File: src/rtl/sbarb_pkg.sv
// Package: shared types for the bus arbiter.
// Assumes slot identifiers are at most SLOT_W_MAX bits wide.
package sbarb_pkg;
    localparam int SLOT_W_MAX = 8;

    // Class of the requester that wins the shared memory in one cycle.
    typedef enum logic [2:0] {
        SRC_NONE  = 3'd0,
        SRC_SCHED = 3'd1,
        SRC_COPRO = 3'd2,
        SRC_BLIT  = 3'd3,
        SRC_EXP   = 3'd4,
        SRC_CPU   = 3'd5
    } arb_src_e;
endpackage

File: src/rtl/sbarb_slot_pick.sv
// Module: picks one winner among N expansion masters by slot identifier.
// LOW_WINS=1 picks the smallest identifier, 0 the largest; on equal
// identifiers the lower port index wins. Purely combinational.
module sbarb_slot_pick #(
    parameter int N        = 3,
    parameter int SW       = 3,
    parameter bit LOW_WINS = 1'b1
) (
    input  logic [N-1:0]    req,
    input  logic [N*SW-1:0] slot_flat,
    output logic [N-1:0]    win,
    output logic            any
);
    localparam int IDX_W = (N > 1) ? $clog2(N) : 1;

    logic [SW-1:0]    best;
    logic [IDX_W-1:0] best_idx;
    logic             found;

    // Scan masters in index order; strict compare keeps the lower index on ties.
    always_comb begin
        found    = 1'b0;
        best     = '0;
        best_idx = '0;
        for (int i = 0; i < N; i++) begin
            logic [SW-1:0] cur;
            cur = slot_flat[i*SW +: SW];
            if (req[i] && (!found || (LOW_WINS ? (cur < best) : (cur > best)))) begin
                found    = 1'b1;
                best     = cur;
                best_idx = IDX_W'(i);
            end
        end
    end

    // Expand the chosen index into a one-hot vector.
    always_comb begin
        win = '0;
        for (int i = 0; i < N; i++) begin
            win[i] = found && (best_idx == IDX_W'(i));
        end
    end

    assign any = found;
endmodule

File: src/rtl/sbarb_prio_chain.sv
// Module: fixed-priority chain for the shared memory.
// A reserved cycle overrides everything; otherwise coprocessor, block-copy,
// expansion (already reduced to one winner), CPU. Combinational.
// Assumes rsv_owner < N_SCHED whenever rsv_valid is high.
module sbarb_prio_chain
    import sbarb_pkg::*;
#(
    parameter int N_SCHED = 5,
    parameter int N_EXP   = 3,
    parameter int OWN_W   = 3
) (
    input  logic             rsv_valid,
    input  logic [OWN_W-1:0] rsv_owner,
    input  logic             copro_req,
    input  logic             blit_req,
    input  logic [N_EXP-1:0] exp_win,
    input  logic             exp_any,
    input  logic             cpu_req,
    output logic [N_SCHED-1:0] sched_gnt,
    output logic             copro_gnt,
    output logic             blit_gnt,
    output logic [N_EXP-1:0] exp_gnt,
    output logic             cpu_gnt
);
    arb_src_e src;

    // Resolve which requester class owns this cycle.
    always_comb begin
        if (rsv_valid)      src = SRC_SCHED;
        else if (copro_req) src = SRC_COPRO;
        else if (blit_req)  src = SRC_BLIT;
        else if (exp_any)   src = SRC_EXP;
        else if (cpu_req)   src = SRC_CPU;
        else                src = SRC_NONE;
    end

    // Decode the winning class into the grant lines.
    always_comb begin
        sched_gnt = '0;
        for (int i = 0; i < N_SCHED; i++) begin
            sched_gnt[i] = (src == SRC_SCHED) && (rsv_owner == OWN_W'(i));
        end
        copro_gnt = (src == SRC_COPRO);
        blit_gnt  = (src == SRC_BLIT);
        exp_gnt   = (src == SRC_EXP) ? exp_win : '0;
        cpu_gnt   = (src == SRC_CPU);
    end
endmodule

File: src/rtl/shared_bus_arbiter.sv
// Module: top of the shared/secondary memory bus arbiter.
// Arbitrates both memories at each edge with cycle_start high and holds the
// registered grants for the rest of the bus cycle. Synchronous active-low reset.
// Assumes slot identifiers fit in SLOT_W bits and rsv_owner < N_SCHED.
module shared_bus_arbiter #(
    parameter int N_SCHED       = 5,
    parameter int N_EXP         = 3,
    parameter int SLOT_W        = 3,
    parameter bit LOW_SLOT_WINS = 1'b1,
    localparam int OWN_W        = (N_SCHED > 1) ? $clog2(N_SCHED) : 1
) (
    input  logic                    clk,
    input  logic                    rst_n,
    input  logic                    cycle_start,
    input  logic                    rsv_valid,
    input  logic [OWN_W-1:0]        rsv_owner,
    input  logic                    copro_req,
    input  logic                    blit_req,
    input  logic [N_EXP-1:0]        exp_req,
    input  logic [N_EXP-1:0]        exp_sec,
    input  logic [N_EXP*SLOT_W-1:0] exp_slot,
    input  logic                    cpu_req,
    input  logic                    cpu_sec,
    output logic [N_SCHED-1:0]      sched_gnt,
    output logic                    copro_gnt,
    output logic                    blit_gnt,
    output logic [N_EXP-1:0]        exp_gnt,
    output logic                    cpu_gnt,
    output logic [N_EXP-1:0]        exp_sec_gnt,
    output logic                    cpu_sec_gnt
);
    localparam logic [N_SCHED-1:0] SCHED_ONE = N_SCHED'(1);

    // Per-memory request views and winners.
    logic [N_EXP-1:0]   exp_req_m [2];
    logic [N_EXP-1:0]   exp_win_m [2];
    logic               exp_any_m [2];

    logic [N_SCHED-1:0] sched_nxt;
    logic               copro_nxt, blit_nxt, cpu_nxt, cpu_sec_nxt;
    logic [N_EXP-1:0]   exp_nxt;

    // Split expansion requests by target memory (0 = shared, 1 = secondary).
    assign exp_req_m[0] = exp_req & ~exp_sec;
    assign exp_req_m[1] = exp_req &  exp_sec;

    // One slot-number picker per memory.
    for (genvar m = 0; m < 2; m++) begin : g_mem
        sbarb_slot_pick #(
            .N        (N_EXP),
            .SW       (SLOT_W),
            .LOW_WINS (LOW_SLOT_WINS)
        ) pick_i (
            .req       (exp_req_m[m]),
            .slot_flat (exp_slot),
            .win       (exp_win_m[m]),
            .any       (exp_any_m[m])
        );
    end

    sbarb_prio_chain #(
        .N_SCHED (N_SCHED),
        .N_EXP   (N_EXP),
        .OWN_W   (OWN_W)
    ) chain_i (
        .rsv_valid (rsv_valid),
        .rsv_owner (rsv_owner),
        .copro_req (copro_req),
        .blit_req  (blit_req),
        .exp_win   (exp_win_m[0]),
        .exp_any   (exp_any_m[0]),
        .cpu_req   (cpu_req & ~cpu_sec),
        .sched_gnt (sched_nxt),
        .copro_gnt (copro_nxt),
        .blit_gnt  (blit_nxt),
        .exp_gnt   (exp_nxt),
        .cpu_gnt   (cpu_nxt)
    );

    // Secondary memory: any expansion master beats the CPU.
    assign cpu_sec_nxt = cpu_req && cpu_sec && !exp_any_m[1];

    // Load grants at bus-cycle boundaries, hold them otherwise.
    always_ff @(posedge clk) begin
        if (!rst_n) begin
            sched_gnt   <= '0;
            copro_gnt   <= 1'b0;
            blit_gnt    <= 1'b0;
            exp_gnt     <= '0;
            cpu_gnt     <= 1'b0;
            exp_sec_gnt <= '0;
            cpu_sec_gnt <= 1'b0;
        end else if (cycle_start) begin
            sched_gnt   <= sched_nxt;
            copro_gnt   <= copro_nxt;
            blit_gnt    <= blit_nxt;
            exp_gnt     <= exp_nxt;
            cpu_gnt     <= cpu_nxt;
            exp_sec_gnt <= exp_win_m[1];
            cpu_sec_gnt <= cpu_sec_nxt;
        end
    end

    // one owner per memory.
    a_r1_shared_onehot: assert property (@(posedge clk) disable iff (!rst_n)
        $onehot0({sched_gnt, copro_gnt, blit_gnt, exp_gnt, cpu_gnt}));
    a_r1_sec_onehot: assert property (@(posedge clk) disable iff (!rst_n)
        $onehot0({exp_sec_gnt, cpu_sec_gnt}));

    // reserved cycle goes to the scheduled owner only.
    a_r2_reserved_owner: assert property (@(posedge clk) disable iff (!rst_n)
        cycle_start && rsv_valid |=>
            (sched_gnt == (SCHED_ONE << $past(rsv_owner))) && !copro_gnt
            && !blit_gnt && (exp_gnt == '0) && !cpu_gnt);

    // coprocessor heads the contended chain.
    a_r3_copro_first: assert property (@(posedge clk) disable iff (!rst_n)
        cycle_start && !rsv_valid && copro_req |=> copro_gnt);

    // CPU loses to every other shared-memory request.
    a_r4_cpu_last: assert property (@(posedge clk) disable iff (!rst_n)
        cycle_start && (rsv_valid || copro_req || blit_req || (exp_req_m[0] != '0))
            |=> !cpu_gnt);

    // on the secondary memory an expansion master beats the CPU.
    a_r6_sec_exp_wins: assert property (@(posedge clk) disable iff (!rst_n)
        cycle_start && (exp_req_m[1] != '0) |=> !cpu_sec_gnt && (exp_sec_gnt != '0));

    // grants hold between boundaries.
    a_r7_hold: assert property (@(posedge clk) disable iff (!rst_n)
        !cycle_start |=> $stable({sched_gnt, copro_gnt, blit_gnt, exp_gnt, cpu_gnt,
                                  exp_sec_gnt, cpu_sec_gnt}));

    // idle shared memory leaves every grant low.
    a_r8_idle: assert property (@(posedge clk) disable iff (!rst_n)
        cycle_start && !rsv_valid && !copro_req && !blit_req
            && (exp_req_m[0] == '0) && !(cpu_req && !cpu_sec)
            |=> {sched_gnt, copro_gnt, blit_gnt, exp_gnt, cpu_gnt} == '0);
endmodule

File: config.mk
export PLATFORM = sky130hd
export DESIGN_NAME = shared_bus_arbiter
export DESIGN_NICKNAME = d
export VERILOG_FILES = /design/src/rtl/sbarb_pkg.sv /design/src/rtl/sbarb_slot_pick.sv /design/src/rtl/sbarb_prio_chain.sv /design/src/rtl/shared_bus_arbiter.sv
export SDC_FILE = /design/constraint.sdc
export NUM_CORES = 1
export LEC_CHECK = 0
export BUFFER_PORTS_ARGS = -buffer_cell sky130_fd_sc_hd__buf_2
export CAP_MARGIN = 0
export CORE_AREA = 2 2 57 59
export CTS_BUF_LIST = sky130_fd_sc_hd__clkbuf_8
export DETAILED_ROUTE_END_ITERATION = 16
export DIE_AREA = 0 0 59 61
export HOLD_SLACK_MARGIN = 0.15
export MAX_ROUTING_LAYER = met4
export PLACE_DENSITY = 0.73
export SETUP_SLACK_MARGIN = 0.5
export SLEW_MARGIN = 20
export SYNTH_ARGS = -nofsm -noshare
export SYNTH_HDL_FRONTEND = slang
export SYNTH_SLANG_ARGS = --single-unit
File: constraint.sdc
create_clock -name clk -period 3.7 [get_ports clk]
set_input_delay 0.37 -clock clk [delete_from_list [all_inputs] [get_ports clk]]
set_output_delay 0.37 -clock clk [all_outputs]
set_load 0.05 [all_outputs]
# After elaboration in Yosys (flattened, before gate mapping)

Index checks and enable logic that the tools add are counted.

Flip-flop bits (word level): 15
Input bits: 26
Word-level logic and storage cells: 78

Order comparisons: 4
Equality and inequality tests: 13
Muxes and demuxes: 20
Bitwise operators: 5
Reduce and logical (&&, ||, !) cells: 29

Operator list:

| operator                                      | number |
|---|---|
| two-way mux 3 bit                             | 10 |
| logical AND 1 bit                             | 17 |
| == test 3 x 2 -> 1 bit, second input constant | 4 |
| < comparator 3 bit                            | 4 |
| == test 3 bit, second input constant          | 3 |
| two-way mux 1 bit                             | 8 |
| bitwise AND 3 bit                             | 2 |
| == test 3 x 1 -> 1 bit, second input constant | 2 |
| zero test 1 bit                               | 5 |
| == test 2 x 1 -> 1 bit, second input constant | 2 |
| == test 2 bit, second input constant          | 2 |
| zero test 2 bit                               | 2 |
| logical OR 1 bit                              | 4 |
| two-way mux 2 bit                             | 2 |
| zero test 3 bit                               | 1 |
| NOT 3 bit                                     | 1 |
| bitwise AND 1 bit                             | 1 |
| NOT 1 bit                                     | 1 |

# Longest topological paths before layout

Depth after elaboration: 17
Gate-level depth with buffers: 12
Depth with buffers taken out: 12

# By module

Synthesis repeated with hierarchy kept, for this count alone.

Cell total of the unflattened synthesis: 136
Area, all modules: 1311.3 µm²

Modules (own cells, without submodules):

| module             | times used | cells each | area an instance (µm²) |
|---|---|---|---|
| shared_bus_arbiter | 1          | 56         | 629.4 |
| sbarb_slot_pick    | 2          | 32         | 290.3 |
| sbarb_prio_chain   | 1          | 16         | 101.3 |

# Least setup slack after synthesis

No wires, ideal clock.

Path kind: input-to-reg
Start point: input port exp_req[0]
End point: register exp_sec_gnt[0]
Library setup time: 0.117 ns
Arrival: 3.016 ns
Data required time: 3.583 ns
Path slack: 0.567 ns
Stages on the path: 12
Path through: and2_0 nand2_1 ha_1 and2_2 a311oi_1 o21ai_1 mux2_1 ha_1 o21a_1 o31a_1 and3_1 a32o_1

Longest elaborated chain between the ends: 12
Elaborated cells on any way between the ends: 18
Classes of those cells: 2 x order compare; 7 x mux; 1 x bitwise; 8 x reduce/logical

Ends and longest elaborated chain:

| item                                                          | line                     | source |
|---|---|---|
| from (decl)                                                   | shared_bus_arbiter.sv:19 | `input logic [N_EXP-1:0] exp_req,` |
| bitwise AND 3 bit (*)                                         | shared_bus_arbiter.sv:45 | `assign exp_req_m[1] = exp_req & exp_sec;` |
| two-way mux 3 bit / two-way mux 1 bit (equally long branches) | sbarb_slot_pick.sv:28    | `if (req[i] && (!found \|\| (LOW_WINS ? (cur < best) : (cur > best)))) begin` |
| < comparator 3 bit / zero test 1 bit (equally long branches)  | sbarb_slot_pick.sv:28    |  |
| logical OR 1 bit                                              | sbarb_slot_pick.sv:28    |  |
| logical AND 1 bit                                             | sbarb_slot_pick.sv:28    |  |
| two-way mux 3 bit / two-way mux 1 bit (equally long branches) | sbarb_slot_pick.sv:28    |  |
| < comparator 3 bit / zero test 1 bit (equally long branches)  | sbarb_slot_pick.sv:28    |  |
| logical OR 1 bit                                              | sbarb_slot_pick.sv:28    |  |
| logical AND 1 bit                                             | sbarb_slot_pick.sv:28    |  |
| two-way mux 2 bit                                             | sbarb_slot_pick.sv:28    |  |
| zero test 2 bit                                               | sbarb_slot_pick.sv:40    | `win[i] = found && (best_idx == IDX_W'(i));` |
| logical AND 1 bit (*)                                         | sbarb_slot_pick.sv:40    |  |
| to (signal assigned)                                          | shared_bus_arbiter.sv:99 | `exp_sec_gnt <= exp_win_m[1];` |
| to (decl)                                                     | shared_bus_arbiter.sv:29 | `output logic [N_EXP-1:0] exp_sec_gnt,` |

Mark *: on every way between the ends. The rest lies on a longest branch, timed or not.
A chain may end at the register's enable or synchronous reset.

# Worst setup path after layout

Start point: input port exp_sec[0]
End point: register exp_gnt[0]

Longest elaborated chain between the ends: 17
Elaborated cells on any way between the ends: 25
Classes of those cells: 2 x order compare; 1 x eq/ne; 12 x mux; 2 x bitwise; 8 x reduce/logical

Ends and longest elaborated chain:

| item                                                          | line                     | source |
|---|---|---|
| from (decl)                                                   | shared_bus_arbiter.sv:20 | `input logic [N_EXP-1:0] exp_sec,` |
| NOT 3 bit (*)                                                 | shared_bus_arbiter.sv:44 | `assign exp_req_m[0] = exp_req & ~exp_sec;` |
| bitwise AND 3 bit (*)                                         | shared_bus_arbiter.sv:44 |  |
| two-way mux 3 bit / two-way mux 1 bit (equally long branches) | sbarb_slot_pick.sv:28    |  |
| < comparator 3 bit / zero test 1 bit (equally long branches)  | sbarb_slot_pick.sv:28    |  |
| logical OR 1 bit                                              | sbarb_slot_pick.sv:28    |  |
| logical AND 1 bit                                             | sbarb_slot_pick.sv:28    |  |
| two-way mux 3 bit / two-way mux 1 bit (equally long branches) | sbarb_slot_pick.sv:28    |  |
| < comparator 3 bit / zero test 1 bit (equally long branches)  | sbarb_slot_pick.sv:28    |  |
| logical OR 1 bit                                              | sbarb_slot_pick.sv:28    |  |
| logical AND 1 bit                                             | sbarb_slot_pick.sv:28    |  |
| two-way mux 1 bit                                             | sbarb_slot_pick.sv:28    |  |
| two-way mux 3 bit                                             | sbarb_prio_chain.sv:32   | `else if (exp_any) src = SRC_EXP;` |
| two-way mux 3 bit                                             | sbarb_prio_chain.sv:31   | `else if (blit_req) src = SRC_BLIT;` |
| two-way mux 3 bit                                             | sbarb_prio_chain.sv:30   | `else if (copro_req) src = SRC_COPRO;` |
| two-way mux 3 bit                                             | sbarb_prio_chain.sv:29   | `if (rsv_valid) src = SRC_SCHED;` |
| == test 3 bit                                                 | sbarb_prio_chain.sv:45   | `exp_gnt = (src == SRC_EXP) ? exp_win : '0;` |
| two-way mux 3 bit (*)                                         | sbarb_prio_chain.sv:45   |  |
| to (signal assigned)                                          | shared_bus_arbiter.sv:97 | `exp_gnt <= exp_nxt;` |
| to (decl)                                                     | shared_bus_arbiter.sv:27 | `output logic [N_EXP-1:0] exp_gnt,` |

Marked as above.

==> metrics <==
setup tns final 0 ps; Via density 5.715; MaxCap Viol Count 0; most frequent CP cell ha_1; fmax between 300 and 400 MHz; flop2flop setup slack 2980 ps; Final Max Tran Viols 0; Synth Area in Compound Gates between 30% and 40%; final worst slack about 640 ps; # rows 20; cts bufs inserted 3; XOR/XNOR Fraction of Synth Area 0%; crit path from exp_sec[0]; post-synthesis adder-cell area fraction 8.782%; CTS root buffer clkbuf_8; sequential-to-total area share from yosys stat between 20% and 30%; average instance area after synthesis 9.119 µm²; VDD IR max ~0.23 mV; drt wl/cell 14.89 µm; CP required between 3000 and 4000 ps; RSZ-0062 raised after global routing no; TritonCTS sink count 15; Worst Max-Slew Pin Slew 410.7 ps; Cell Chain, Critical Path buf_2, and2b_2, nand2_1, ha_1, a2111oi_4, a21oi_2, mux2_1, ha_1, or3b_4, a211oi_4, nand3_1, a32o_1; CTS Buffer Depth 2; H-tree Lvls 1; fin crit period slightly above 3000 ps; DRC 0; crit-path max FO 7; PortBufs 40; clock skew 0 ps; leading area contributor after synthesis dfxtp_1; PD cells about 290 nW/µm²; Crit-path slowest cell or3b_4; Main synth FF type dfxtp_1; overall power consumption a little over 0.0004 W; Antenna Nets Post-Route 0; layout cells sized above 1 around a third; Clock Latency Late Sink about 240 ps; HPWL Detailed approximately 2.4 mm; pin count of the biggest net entering global routing 18; period utilisation layout roughly 83%; Psw ~0.00013 W; combinational group share of total power 29.2%; Final setup viols 0; dpl ws 174.3 ps; CTS clk-pin slew, worst paths roughly 60 ps; Post-Route WL 2.977 mm; IO Count a little over 40; cell internal pwr ~0.00029 W; Worst Path Class, Setup input port to register; Rel. slew slack 72.56%; Seq pwr share around two fifths; WP depth 12; clock power share between 30% and 40%; initial core utilization slightly below 40%; sw frac between 30% and 40%; mux share of post-synthesis cell area 3.952%; synthesis warning total 0; CTS tree done; simple-gate area share of the yosys netlist between 20% and 30%; ranking of synthesized cells by area dfxtp_1, ha_1, nand2_1, nor2b_1, a2111oi_4; largest family of logic cells by synthesized area compound AO/OA/AOI/OAI gates; RR Endpoint exp_gnt[2]; First DRT Iteration DRCs 29; post-synthesis cell area between 1000 and 1500 µm²; GRT Overall Usage 17.85%; synthesized net count 159; Max stage delay on crit path about 400 ps; r2r worst-path depth 3; CP startpoint kind input port; initial antenna violation count 0; Synth async-reset ratio 0%; die height approximately 60 µm; Lkg Pwr between 0.5 and 0.6 nW; cts hold-fix bufs 0; number of synthesized flops with an enable pin 0; Core Area 2953 µm²; status completed; synth unique cells 52; chip width between 50 and 60 µm; Final Hold Viols 0; Pre-antenna DRT Iters 4; antenna diode count 0; Crit path max-delay family compound AO/OA/AOI/OAI gates; critical path arrival ~3200 ps; Area Overhead vs Synth 26.67%; hold crit path type input port to register; synthesized instance count approximately 130; worst setup path endpoint exp_gnt[0]; RR Startpoint exp_gnt[2]; Post-layout nets roughly 200; GP Congestion about 0.88; first-pass GRT wire length roughly 4.7 mm; vias in the first global route ~1100; grt total ovfl 0; Post-CTS Setup Bufs 0; vias after detailed routing between 1000 and 1500; Yosys top cell area share a little over a quarter; total die area around 3600 µm²; worst path bufs/invs 1; FF+latch count, synth 15; Crit. End Element register; # fillers approximately 290
-- state kept, by name, summed over array words and instances (netlist names) --
register	count
cpu_sec_gnt	1
blit_gnt	1
sched_gnt	5
exp_gnt	3
cpu_gnt	1
copro_gnt	1
exp_sec_gnt	3
-- layer usage --
metal	track usage, %	share of wire (%)	routed length [µm]	vias up
li1	-	-	-	566
met1	20.44	42	1258	537
met2	29.52	52	1536	30
met3	3.838	3.3	98	10
met4	8.766	2.8	83	0
met5	-	0	0	-
-- cells in the final DEF (no fill, tap or decap), drive strengths merged, types with 3 or more instances in the layout --
master / synthesis / final
o21a: 6 / 6
nor2b: 9 / 9
buf: 0 / 40
clkbuf: 2 / 3
ha: 8 / 8
mux2: 4 / 4
o21ai: 4 / 4
nand2: 15 / 15
nor2: 3 / 3
and2: 5 / 5
nor4b: 4 / 4
nand2b: 5 / 5
inv: 4 / 5
dfxtp: 15 / 15
-- area by class of cell --
class | count | area [µm²] | area share [%]
Multi-Input combinational cell | 104 | 842.1 | 58.32
Sequential cell | 15 | 300.3 | 20.80
Timing Repair Buffer | 40 | 200.2 | 13.86
Clock buffer | 3 | 41.29 | 2.860
Tap cell | 33 | 41.29 | 2.860
Inverter | 4 | 15.01 | 1.040
Clock inverter | 1 | 3.754 | 0.2600
-- worst register-to-register path, delay by kind of cell (launching register included) --
family          cells  cell delay, ps
flops               1             310
compound gates      2             240
simple gates        1              60
-- how the worst min path moves through the flow --
stage / from / end / depth (start not counted)
CTS: cpu_sec / cpu_gnt / 3
floorplan: rsv_owner[2] / sched_gnt[4] / 2
global placement: exp_gnt[1] / exp_gnt[1] / 2
finish: cpu_sec / cpu_gnt / 3
global route: cpu_sec / cpu_gnt / 3
detailed placement: exp_gnt[1] / exp_gnt[1] / 2
-- power by group through the flow --
stage                     Combinational [W]  Clock (W)  Sequential (W)
final                              0.000121   0.000127        0.000167
after global routing               0.000132   0.000143        0.000167
after CTS                          0.000116   0.000133        0.000167
after detailed placement           0.000116          0        0.000171
after global placement             0.000112          0        0.000170
after floorplan                   0.0000636          0        0.000184
-- cells by family (layout without fill, tap and decap cells) --
group	after synthesis	count (layout)
compound gates	38	38
buf+inv	6	48
flops	15	15
simple gates	54	54
fa+ha+maj	8	8
mux	4	4
-- synthesized netlist by cell type (all sizes together), types with 2 or more instances --
cell type  number
a32o            2
nor3            2
a21boi          2
a2111oi         2
o21ai           4
nand2          15
nor4b           4
mux2            4
o2111ai         2
a21oi           2
ha              8
o22ai           2
dfxtp          15
o211ai          2
nand2b          5
clkbuf          2
nand3           2
and2            5
nor2            3
a211oi          2
nor2b           9
o21a            6
inv             4
-- metrics by stage --
step           hold WS (ps)  instances  util [%]  cell area [µm²]
2_1_floorplan         531.0        125         -             1140
3_3_place_gp          443.1        196     46.53             1374
4_1_cts               409.2        200     48.05             1419
3_5_place_dp          436.0        196     46.53             1374
5_1_grt               446.9        200     48.90             1444
6_report              419.9        200     48.90             1444
-- repair_timing --
| item | CTS | global route |
|---|---|---|
| hold endpoints to repair | 0 | 0 |
| setup endpoints to repair | 3 | 4 |
| resized for setup | 1 | 5 |
| pin swaps | 0 | 3 |
(Power assumes the default switching activity.)
